## src/rtl/bwd_pkg.sv

```systemverilog
package bwd_pkg;
  // where one read lane takes its byte from
  typedef enum logic [2:0] {
    SRC_NONE   = 3'd0,
    SRC_BANKED = 3'd1,
    SRC_EXT    = 3'd2,
    SRC_BSEL   = 3'd3,
    SRC_SIG    = 3'd4
  } lane_src_e;
endpackage

```

## src/rtl/bwd_bank_reg.sv

```systemverilog
module bwd_bank_reg #(
  parameter int BANK_W = 3
) (
  input  logic              clk,
  input  logic              rst,
  input  logic              wr_en,
  input  logic [7:0]        wr_byte,
  output logic [BANK_W-1:0] bank,
  output logic [7:0]        rd_byte
);
  // bank bits live at byte positions BANK_W..1; the rest are constant zero
  always_ff @(posedge clk) begin
    if (rst)        bank <= '0;
    else if (wr_en) bank <= wr_byte[BANK_W:1];
  end

  always_comb begin
    rd_byte = '0;
    rd_byte[BANK_W:1] = bank;
  end
endmodule

```

## src/rtl/bwd_decode.sv

```systemverilog
module bwd_decode
  import bwd_pkg::*;
#(
  parameter int LANES    = 4,
  parameter int ADDR_W   = 2,
  parameter int BANK_W   = 3,
  parameter int NSTB     = 14,
  parameter int EXT_BANK = 7
) (
  input  logic                  valid,
  input  logic                  write,
  input  logic [ADDR_W-1:0]     dw,
  input  logic [LANES-1:0]      be,
  input  logic [BANK_W-1:0]     bank,
  output lane_src_e [LANES-1:0] lane_src,
  output logic [NSTB-1:0]       wr_stb,
  output logic [NSTB-1:0]       rd_stb,
  output logic                  ext_sel,
  output logic                  bsel_wr
);
  localparam int NDW = 1 << ADDR_W;
  localparam logic [ADDR_W-1:0] TOP_DW = ADDR_W'(NDW - 1);
  localparam logic [BANK_W-1:0] XB = BANK_W'(EXT_BANK);

  logic is_top, in_ext_bank, low_half, full_top_wr;

  assign is_top      = (dw == TOP_DW);
  assign in_ext_bank = (bank == XB);
  assign low_half    = ~dw[ADDR_W-1];
  assign full_top_wr = is_top & write & (&be);
  assign ext_sel     = valid & in_ext_bank & low_half;
  assign bsel_wr     = valid & write & is_top & be[LANES-2];

  // per-lane source selection
  for (genvar l = 0; l < LANES; l++) begin : g_lane
    always_comb begin
      if (!be[l])                          lane_src[l] = SRC_NONE;
      else if (is_top && l == LANES-1)     lane_src[l] = SRC_SIG;
      else if (is_top && l == LANES-2)     lane_src[l] = SRC_BSEL;
      else if (in_ext_bank)                lane_src[l] = low_half ? SRC_EXT : SRC_NONE;
      else                                 lane_src[l] = SRC_BANKED;
    end
  end

  // per-byte strobes: byte index = dword*LANES + lane
  for (genvar d = 0; d < NDW; d++) begin : g_dw
    for (genvar l = 0; l < LANES; l++) begin : g_ln
      if (d * LANES + l < NSTB) begin : g_stb
        logic hit;
        assign hit = valid & (dw == ADDR_W'(d)) & (lane_src[l] == SRC_BANKED);
        assign wr_stb[d*LANES+l] = hit & write & ~full_top_wr;
        assign rd_stb[d*LANES+l] = hit & ~write;
      end
    end
  end
endmodule

```

## src/rtl/bwd_rd_return.sv

```systemverilog
module bwd_rd_return
  import bwd_pkg::*;
#(
  parameter int       LANES = 4,
  parameter logic [7:0] SIG = 8'h33
) (
  input  logic                  clk,
  input  logic                  rst,
  input  logic                  pend,
  input  lane_src_e [LANES-1:0] src,
  input  logic [7:0]            bsel_byte,
  input  logic [LANES*8-1:0]    banked_rdata,
  input  logic [LANES*8-1:0]    ext_rdata,
  output logic [LANES*8-1:0]    rd_data,
  output logic                  rd_valid
);
  logic [LANES*8-1:0] nxt;

  for (genvar l = 0; l < LANES; l++) begin : g_mux
    always_comb begin
      unique case (src[l])
        SRC_BANKED: nxt[l*8 +: 8] = banked_rdata[l*8 +: 8];
        SRC_EXT:    nxt[l*8 +: 8] = ext_rdata[l*8 +: 8];
        SRC_BSEL:   nxt[l*8 +: 8] = bsel_byte;
        SRC_SIG:    nxt[l*8 +: 8] = SIG;
        default:    nxt[l*8 +: 8] = 8'h00;
      endcase
    end
  end

  always_ff @(posedge clk) begin
    if (rst) begin
      rd_data  <= '0;
      rd_valid <= 1'b0;
    end else begin
      rd_valid <= pend;
      if (pend) rd_data <= nxt;
    end
  end
endmodule

```

## src/rtl/bank_window_decoder.sv

```systemverilog
module bank_window_decoder
  import bwd_pkg::*;
#(
  parameter int         DATA_W   = 32,
  parameter int         BANK_W   = 3,
  parameter int         WIN_DW   = 4,
  parameter int         EXT_BANK = 7,
  parameter logic [7:0] SIG      = 8'h33,
  localparam int        LANES    = DATA_W / 8,
  localparam int        ADDR_W   = $clog2(WIN_DW),
  localparam int        NSTB     = WIN_DW * LANES - 2
) (
  input  logic              clk,
  input  logic              rst,
  input  logic              acc_valid,
  input  logic              acc_write,
  input  logic [ADDR_W-1:0] acc_dw,
  input  logic [LANES-1:0]  acc_be,
  input  logic [DATA_W-1:0] acc_wdata,
  input  logic [DATA_W-1:0] banked_rdata,
  input  logic [DATA_W-1:0] ext_rdata,
  output logic [DATA_W-1:0] rd_data,
  output logic              rd_valid,
  output logic [NSTB-1:0]   wr_stb,
  output logic [NSTB-1:0]   rd_stb,
  output logic [DATA_W-1:0] out_wdata,
  output logic              ext_cs_n,
  output logic              ext_we,
  output logic [BANK_W-1:0] cur_bank
);
  lane_src_e [LANES-1:0] src_d, src_q;
  logic [NSTB-1:0] wr_d, rd_d;
  logic            ext_sel, bsel_wr;
  logic [7:0]      bsel_byte, bsel_byte_q;
  logic            pend_q;

  bwd_bank_reg #(.BANK_W(BANK_W)) u_bank (
    .clk     (clk),
    .rst     (rst),
    .wr_en   (bsel_wr),
    .wr_byte (acc_wdata[(LANES-2)*8 +: 8]),
    .bank    (cur_bank),
    .rd_byte (bsel_byte)
  );

  bwd_decode #(
    .LANES(LANES), .ADDR_W(ADDR_W), .BANK_W(BANK_W),
    .NSTB(NSTB), .EXT_BANK(EXT_BANK)
  ) u_dec (
    .valid    (acc_valid),
    .write    (acc_write),
    .dw       (acc_dw),
    .be       (acc_be),
    .bank     (cur_bank),
    .lane_src (src_d),
    .wr_stb   (wr_d),
    .rd_stb   (rd_d),
    .ext_sel  (ext_sel),
    .bsel_wr  (bsel_wr)
  );

  // stage 1: strobes, chip-select and read context
  always_ff @(posedge clk) begin
    if (rst) begin
      wr_stb      <= '0;
      rd_stb      <= '0;
      ext_cs_n    <= 1'b1;
      ext_we      <= 1'b0;
      out_wdata   <= '0;
      pend_q      <= 1'b0;
      src_q       <= '{default: SRC_NONE};
      bsel_byte_q <= '0;
    end else begin
      wr_stb      <= wr_d;
      rd_stb      <= rd_d;
      ext_cs_n    <= ~ext_sel;
      ext_we      <= ext_sel & acc_write;
      pend_q      <= acc_valid & ~acc_write;
      if (acc_valid) begin
        out_wdata   <= acc_wdata;
        src_q       <= src_d;
        bsel_byte_q <= bsel_byte;
      end
    end
  end

  // stage 2: read data return
  bwd_rd_return #(.LANES(LANES), .SIG(SIG)) u_ret (
    .clk          (clk),
    .rst          (rst),
    .pend         (pend_q),
    .src          (src_q),
    .bsel_byte    (bsel_byte_q),
    .banked_rdata (banked_rdata),
    .ext_rdata    (ext_rdata),
    .rd_data      (rd_data),
    .rd_valid     (rd_valid)
  );
endmodule

```

## config.mk

```make
export PLATFORM = sky130hd
export DESIGN_NAME = bank_window_decoder
export DESIGN_NICKNAME = d
export VERILOG_FILES = /design/src/rtl/bwd_pkg.sv /design/src/rtl/bwd_bank_reg.sv /design/src/rtl/bwd_decode.sv /design/src/rtl/bwd_rd_return.sv /design/src/rtl/bank_window_decoder.sv
export SDC_FILE = /design/constraint.sdc
export NUM_CORES = 1
export LEC_CHECK = 0
export ABC_AREA = 1
export BUFFER_PORTS_ARGS = -buffer_cell sky130_fd_sc_hd__buf_2
export CORE_MARGIN = 4
export CORE_UTILIZATION = 50
export CTS_BUF_LIST = sky130_fd_sc_hd__clkbuf_2 sky130_fd_sc_hd__clkbuf_4 sky130_fd_sc_hd__clkbuf_8
export DETAILED_ROUTE_END_ITERATION = 8
export PLACE_DENSITY = 0.91
export SETUP_SLACK_MARGIN = 0.02
export SKIP_CTS_REPAIR_TIMING = 1
export SLEW_MARGIN = 40
export SYNTH_ARGS = -nofsm -noshare
export SYNTH_HDL_FRONTEND = slang
export SYNTH_HIERARCHICAL = 1
export SYNTH_SLANG_ARGS = --single-unit
```

## constraint.sdc

```tcl
create_clock -name clk -period 1.35 [get_ports clk]
set_input_delay 0 -clock clk [delete_from_list [all_inputs] [get_ports clk]]
set_output_delay 0 -clock clk [all_outputs]
set_load 0.005 [all_outputs]
```

### Word level (Yosys, flattened, before mapping)

Cells that the tools add are included.

| word-level totals | value |
|---|---|
| bits of input ports | 106 |
| flip-flop bits (word level) | 114 |

| operators by class | value |
|---|---|
| multiplexer cells | 12 |
| equal/unequal tests | 24 |
| bitwise gates (word level) | 73 |
| reductions and logical operators | 2 |

Operators by type and width:

| kind | number |
|---|---|
| case mux 8 bit (4 select lines) | 4 |
| AND 1 bit | 69 |
| == test 3 x 1 -> 1 bit (second input constant) | 8 |
| == test 3 x 2 -> 1 bit (second input constant) | 8 |
| 2-to-1 mux 3 bit | 7 |
| == test 3 bit (second input constant) | 5 |
| == test 2 bit (second input constant) | 2 |
| NOT 1 bit | 4 |
| AND reduction 4 bit | 1 |
| == test 2 x 1 -> 1 bit (second input constant) | 1 |
| logical NOT 2 bit | 1 |
| 2-to-1 mux 2 bit | 1 |

### Depth between registers and ports, before layout

Gate-level depths: netlist of run 1.

| depth | value |
|---|---|
| word-level depth | 8 |
| mapped depth | 8 |
| depth with buffers taken out | 8 |

### Cells and area by module

The synthesis of run 1 kept the hierarchy.

Modules (own cells, without submodules):

| module | cells an instance | area an instance (µm²) | sequential area each (µm²) | times used |
|---|---|---|---|---|
| bank_window_decoder | 425 | 3006.6 | 1661.6 | 1 |
| bwd_rd_return | 329 | 2195.9 | 660.6 | 1 |
| bwd_decode | 83 | 390.4 | 0.0 | 1 |
| bwd_bank_reg | 28 | 183.9 | 60.1 | 1 |

### Worst setup path before layout of run 1

Ideal clock, no wire load.

| timing | value |
|---|---|
| path type | register -> register |
| start point | register u_bank.bank[1] |
| end point | register src_q[7] (netlist bit) |
| clock period less this slack | 1.135 ns |
| data arrival time | 1.071 ns |
| setup slack | 0.215 ns |
| cell stages (with the launch flop) | 9 |
| path through | dfxtp_1 > nand3_1 > inv_1 > nand2_1 > a21oi_1 > inv_1 > nand2_1 > nand2_1 > nor2_1 |

RTL lines:

| item | line | RTL |
|---|---|---|
| start, declared | bwd_bank_reg.sv:8 | `output logic [BANK_W-1:0] bank,` |
| start signal, assigned | bwd_bank_reg.sv:14 | `else if (wr_en) bank <= wr_byte[BANK_W:1];` |
| end signal, assigned | bank_window_decoder.sv:81 | `src_q <= src_d;` |
| end, declared | bank_window_decoder.sv:31 | `lane_src_e [LANES-1:0] src_d, src_q;` |

### Worst setup path after layout of run 1

| timing | value |
|---|---|
| start point | register u_bank.bank[0] |
| end point | register wr_stb[11] |

| between the ends | value |
|---|---|
| longest elaborated chain between the ends | 8 |

Ends and longest elaborated chain:

| item | line | RTL |
|---|---|---|
| == test 3 bit | bwd_decode.sv:28 | `assign in_ext_bank = (bank == XB);` |
| 2-to-1 mux 3 bit | bwd_decode.sv:40 | `else if (in_ext_bank) lane_src[l] = low_half ? SRC_EXT : SRC_NONE;` |
| 2-to-1 mux 3 bit | bwd_decode.sv:38 | `else if (is_top && l == LANES-1) lane_src[l] = SRC_SIG;` |
| 2-to-1 mux 3 bit | bwd_decode.sv:37 | `if (!be[l]) lane_src[l] = SRC_NONE;` |
| == test 3 x 1 -> 1 bit | bwd_decode.sv:50 | `assign hit = valid & (dw == ADDR_W'(d)) & (lane_src[l] == SRC_BANKED);` |
| AND 1 bit | bwd_decode.sv:50 |  |
| AND 1 bit (2 in series) | bwd_decode.sv:51 | `assign wr_stb[d*LANES+l] = hit & write & ~full_top_wr;` |
| net wr_d[11] | bank_window_decoder.sv:32 | `logic [NSTB-1:0] wr_d, rd_d;` |
| end signal, assigned | bank_window_decoder.sv:74 | `wr_stb <= wr_d;` |
| end, declared | bank_window_decoder.sv:24 | `output logic [NSTB-1:0] wr_stb,` |

The timed path passes the listed nets, and every way through them passes these cells.
A chain may end at the register's enable or synchronous reset.

==> flow_summary.ini, run 1 <==
[route]
via_per_inst = 5.113
vias = 6498
dr.pass1.iters = 5
wirelength_mm = 18.99
wire_per_inst_um = 14.94
dr.first_iter.drc_count = 681
post-route-drc-count = 0
ant_nets = 0

[power_and_ir_drop]
p_leak_nw = 4.170
intPower_w = 0.006713
ir_worst_vdd_mv = 0.9615
swShare_pct = 25.45
clkPwrFrac_pct = 44.7
comb_power_share_pct = 13.4
p_sw_w = 0.002292
finalPower_w = 0.009005
pwr-share-seq_pct = 41.8
power.density_mw_per_mm2 = 1137

[timing]
tns_ns = 0
fmax_mhz = 777.3
post-route-period-util_pct = 95.30
setup_violations = 0
layout_min_cycle_time_ns = 1.287
final_max_slew_viol_count = 0
hold_violations = 16
fin_skew_ns = 0.01400
whs_ns = -0.02806

[layout]
nFillCells = 848
antenna_cells = 0
multi_input_area_mm2 = 0.002623
area_delta_synth_final_pct = 37.15
seqCellArea_mm2 = 0.002389
final_util_pct = 71.52
fin_nets = 1224
drive_above_1_share_pct = 26.53

[worst_setup_path]
reg2reg_from = u_bank/bank[0]
worst_path_max_delay_cell = dfxtp_1
critPathLaunchType = register
arrival_ns = 1.65
cp-end-kind = register
crit_fanout = 4
cp_data_required_time_ns = 1.71
criticalPathCategory = reg -> reg
crit_path_start = u_bank/bank[0]
timing.critical_path.slowest_cell_delay_ns = 0.34
crit_chain = nand3_1 -> buf_4 -> nand2_1 -> inv_1 -> nand2_1 -> nor2_1 -> inv_1 -> nor2_1

[hold_path]
holdCritStartpoint = banked_rdata[27]
hp-class = in -> reg

[global_routing]
track_usage_pct = 23.22
antenna_found_initial = 0
grt_pass1_wl_mm = 24.81
grt_max_degree = 50
grt_overflow_total = 0
grt_pass1_vias = 5262

[outcome]
violations = hold timing
status = complete, but fails checks

[placement]
hpwl_mm = 11.31
globalplace.congestion = 0.9117
port_buffers = 203

[floorplan]
die_w_um = 115.5
die_y_um = 115.5
ios = 204
initial_core_util_pct = 52.15
core-area_mm2 = 0.01108
fp-row-count = 38
die_area_mm2 = 0.01334

[yosys]
synth-async-reset-ratio_pct = 0
synth_cells = 865
syn-mean-instance-area_um2 = 6.678
synth_warnings = 6
synth-seq-cells = 119
seq_area_frac_synth_pct = 41.24
syn-cell-area_mm2 = 0.005777
ys.flop_type = dfxtp_1
synth_top_area_cell = dfxtp_1
synth_area_leaders = dfxtp_1 (41%), nand2_1 (16%), nor2_1 (11%), inv_1 (6.6%), nand4_1 (6.0%)
synth.distinct_cells = 23
synth_edf_count = 0
synth_top_area_share_pct = 41.24

[clocking]
insertion_delay_ns = 0.43
htreeDepth = 4
root_buffer = clkbuf_8
cts_tree = built
cts_made_buffers = 17
clk_pin_slew_worst_paths_ns = 0.07
cts_buffer_depth = 2
clock-sinks = 119

[job]
cap_violations = 0
==> cell usage in the layout, fill, tap and decap left out <==
master,count
nand2_1,240
nor2_4,8
o21bai_1,16
buf_2,202
nand3_1,35
nand4_1,55
nor3_1,9
bufinv_16,6
nand2_2,3
nor4_1,1
clkinv_4,2
clkbuf_8,19
nor2_2,3
clkinvlp_4,1
a21oi_1,26
inv_6,1
buf_4,20
o211ai_4,1
inv_1,99
nor2_1,167
dlygate4sd3_1,61
clkbuf_4,2
inv_2,12
buf_12,2
inv_4,2
dfxtp_2,5
conb_1,8
a21oi_2,9
dfxtp_1,114
clkinv_2,1
nor3_4,1
==> path summary, 6_finish.rpt <==
check | to | slack (ns) | cells after the start
worst max-delay path | wr_stb[11] | 0.06 | 8
worst min-delay path | u_ret/rd_data[27] | -0.03 | 5
worst max register to register | wr_stb[11] | 0.06 | 8
worst min register to register | u_ret/rd_data[24] | 0.47 | 2
==> final cells by class <==
| cell class | instances | share of cell area, % |
|---|---|---|
| Clock inverter | 11 | 2.764 |
| Sequential cell | 119 | 30.15 |
| Multi-Input combinational cell | 582 | 33.10 |
| Tap cell | 140 | 2.211 |
| Timing Repair Buffer | 285 | 22.87 |
| Clock buffer | 21 | 3.490 |
| Inverter | 113 | 5.417 |
==> synthesized netlist by cell type, types with 9 or more instances <==
master and n:
buf_4 18, nor3_1 9, o21bai_1 16, nand4_1 55
a21oi_2 9, buf_2 24, dfxtp_1 119, inv_1 102
inv_2 11, nand2_1 241, nor2_1 167, a21oi_1 26
nand3_1 35
==> power groups by stage <==
| stage | clock network, W | logic (W) | registers (W) |
|---|---|---|---|
| after floorplan | 0 | 0.000641 | 0.00382 |
| after global placement | 0 | 0.000995 | 0.00383 |
| after detailed placement | 0 | 0.00101 | 0.00384 |
| after CTS | 0.00407 | 0.00102 | 0.00376 |
| after global routing | 0.00423 | 0.00134 | 0.00378 |
| final | 0.00403 | 0.00121 | 0.00377 |
==> metal layers <==
metal | vias to the layer above | share of wire [%] | global-route usage, %
met2 | 359 | 50 | 39.20
met1 | 2933 | 38 | 28.31
met5 | - | 0 | 0
li1 | 3162 | - | -
met4 | 0 | 1.8 | 4.538
met3 | 44 | 11 | 9.191
==> metrics by stage <==
| stage | worst slack (ns) | area (um2) | cells | hold slack, ns |
|---|---|---|---|---|
| after floorplan | 0.2150 | 5799 | 871 | 0.07178 |
| after global placement | 0.1221 | 6803 | 1178 | 0.2823 |
| after detailed placement | 0.07969 | 6803 | 1178 | 0.2923 |
| after CTS | 0.06346 | 7298 | 1210 | -0.1628 |
| after global routing | -0.02978 | 7923 | 1271 | 0.004005 |
| final | 0.06342 | 7923 | 1271 | -0.02806 |
==> critical path: cells and delay by family (launching register included) <==
kind | cells | cell delay (ns)
and+or+nand+nor | 5 | 0.55
buffers and inverters | 3 | 0.33
DFF | 1 | 0.34
==> flip-flops by register name, summed over array words and instances (netlist names), 3 cells and up <==
register and cells:
bsel_byte_q 8, wr_stb 14, rd_stb 14, u_ret/rd_data 32, out_wdata 32, src_q 12
u_bank/bank 3
==> cell families (layout without fill, tap and decap cells) <==
family	count (synthesis)	in the layout	synth area share (%)
AND/OR/NAND/NOR	522	522	38.77
AO/OA/AOI/OAI	52	52	6.065
buffers and inverters	170	430	13.80
other	2	8	0.1300
flip-flops	119	119	41.24
No activity file was read; power rests on OpenSTA's default activity.
==> inputs of run 2 (changes only) <==
--- a/config.mk
+++ b/config.mk
@@ -11,6 +11,7 @@
 export CORE_UTILIZATION = 50
 export CTS_BUF_LIST = sky130_fd_sc_hd__clkbuf_2 sky130_fd_sc_hd__clkbuf_4 sky130_fd_sc_hd__clkbuf_8
 export DETAILED_ROUTE_END_ITERATION = 8
+export HOLD_SLACK_MARGIN = 0.08
 export PLACE_DENSITY = 0.91
 export SETUP_SLACK_MARGIN = 0.02
 export SKIP_CTS_REPAIR_TIMING = 1
==> flow_summary.ini, run 2 (synthesized netlist as in run 1, its figures left out) <==
[clocking]
root_buffer = clkbuf_8
insertion_delay_ns = 0.43
clock-sinks = 119
cts_tree = built
cts_made_buffers = 17
htreeDepth = 4
clk_pin_slew_worst_paths_ns = 0.08
cts_buffer_depth = 2

[worst_setup_path]
cp_data_required_time_ns = 1.72
criticalPathCategory = reg -> reg
worst_path_max_delay_cell = dfxtp_1
crit_chain = nand3_1 -> buf_4 -> nand2_1 -> inv_1 -> nand2_1 -> nor2_1 -> inv_1 -> nor2_1
crit_fanout = 4
cp-end-kind = register
reg2reg_from = u_bank/bank[0]
crit_buf_inv = 3
arrival_ns = 1.67
crit_path_start = u_bank/bank[0]
critPathLaunchType = register
timing.critical_path.slowest_cell_delay_ns = 0.34
cpLargestDelayFamily = simple AND/OR/NAND/NOR gates

[global_routing]
grt_overflow_total = 0
grt_pass1_vias = 5262
grt_max_degree = 50
antenna_found_initial = 0
grt_pass1_wl_mm = 24.81
track_usage_pct = 23.22

[route]
ant_nets = 0
wirelength_mm = 20.81
via_per_inst = 5.191
post-route-drc-count = 0
wire_per_inst_um = 15.84
dr.first_iter.drc_count = 743
dr.pass1.iters = 6
vias = 6821

[placement]
hpwl_mm = 11.31
port_buffers = 203
place_ws_ns = 0.07969
globalplace.congestion = 0.9117

[power_and_ir_drop]
p_sw_w = 0.002363
pwr-share-seq_pct = 41.2
swShare_pct = 25.80
comb_power_share_pct = 14.5
finalPower_w = 0.009159
clkPwrFrac_pct = 44.3
power.density_mw_per_mm2 = 1096
intPower_w = 0.006796
p_leak_nw = 4.349
ir_worst_vdd_mv = 1.168

[hold_path]
hp-class = in -> reg
holdCritStartpoint = banked_rdata[5]

[layout]
final_common_cell = nand2_1
final_util_pct = 75.40
final_cell_mix = nand2_1 (240), buf_2 (202), nor2_1 (167), dfxtp_1 (114), dlygate4sd3_1 (104)
drive_above_1_share_pct = 25.55
antenna_cells = 0
reg.largest.list = out_wdata x32, u_ret/rd_data x32
fin_nets = 1267
area_delta_synth_final_pct = 44.60

[timing]
layout_min_cycle_time_ns = 1.302
fin_skew_ns = 0.01470
worst_slack_ns = 0.04836
setup_violations = 0
whs_ns = 0.01883
hold_violations = 0
fmax_mhz = 768.3
final_max_slew_viol_count = 0
post-route-period-util_pct = 96.42

[floorplan]
initial_core_util_pct = 52.15
die_area_mm2 = 0.01334
die_y_um = 115.5
die_w_um = 115.5
core-area_mm2 = 0.01108
ios = 204
fp-row-count = 38

[job]
cap_violations = 0

[outcome]
status = finished, final reports clean
run 2: cell types whose count changed in the layout (fill, tap and decap cells not counted):
cell,previous run,this run
dlygate4sd3_1,61,104
run 2: final timing paths:
path,to,slack [ns],depth (start not counted)
setup reg to reg,wr_stb[3],0.05,8
hold reg to reg,u_ret/rd_data[27],0.47,2
setup / recovery,wr_stb[3],0.05,8
hold / removal,u_ret/rd_data[5],0.02,5
run 2: per-layer routing:
metal  GRT usage, %  vias to the layer above  wire [um]
li1               -                     3247          -
met1          28.31                     3042       7514
met2          39.20                      451      10390
met3          9.191                       81       2204
met4          4.538                        0        705
met5              0                        -          0
run 2: area by class of cell:
cell class / instances / area (um2)
clock buffer: 21 / 276.5
clock inverter: 11 / 219.0
fill: 758 / 2725
inverter: 113 / 429.2
multi-input combinational: 582 / 2623
sequential: 119 / 2389
tap: 140 / 175.2
timing repair buffer: 328 / 2242
run 2: power groups by stage:
stage | registers (W) | logic (W) | clock network, W
after CTS | 0.00376 | 0.00102 | 0.00407
final | 0.00377 | 0.00133 | 0.00406
after detailed placement | 0.00384 | 0.00101 | 0
after floorplan | 0.00382 | 0.000641 | 0
after global placement | 0.00383 | 0.000995 | 0
after global routing | 0.00378 | 0.00145 | 0.00424
run 2: worst register-to-register path: stages, from the launching register on:
cell and delay [ns]:
dfxtp_1 0.34, nand3_1 0.12, buf_4 0.15, nand2_1 0.07, inv_1 0.12, nand2_1 0.09, nor2_1 0.16, inv_1 0.08
nor2_1 0.09
run 2: per-stage QoR:
stage | instance area (um2) | instances | TNS, ns
after floorplan | 5799 | 871 | 0
after global placement | 6803 | 1178 | 0
after detailed placement | 6803 | 1178 | 0
after CTS | 7298 | 1210 | 0
after global routing | 8353 | 1314 | -0.1917
final | 8353 | 1314 | 0
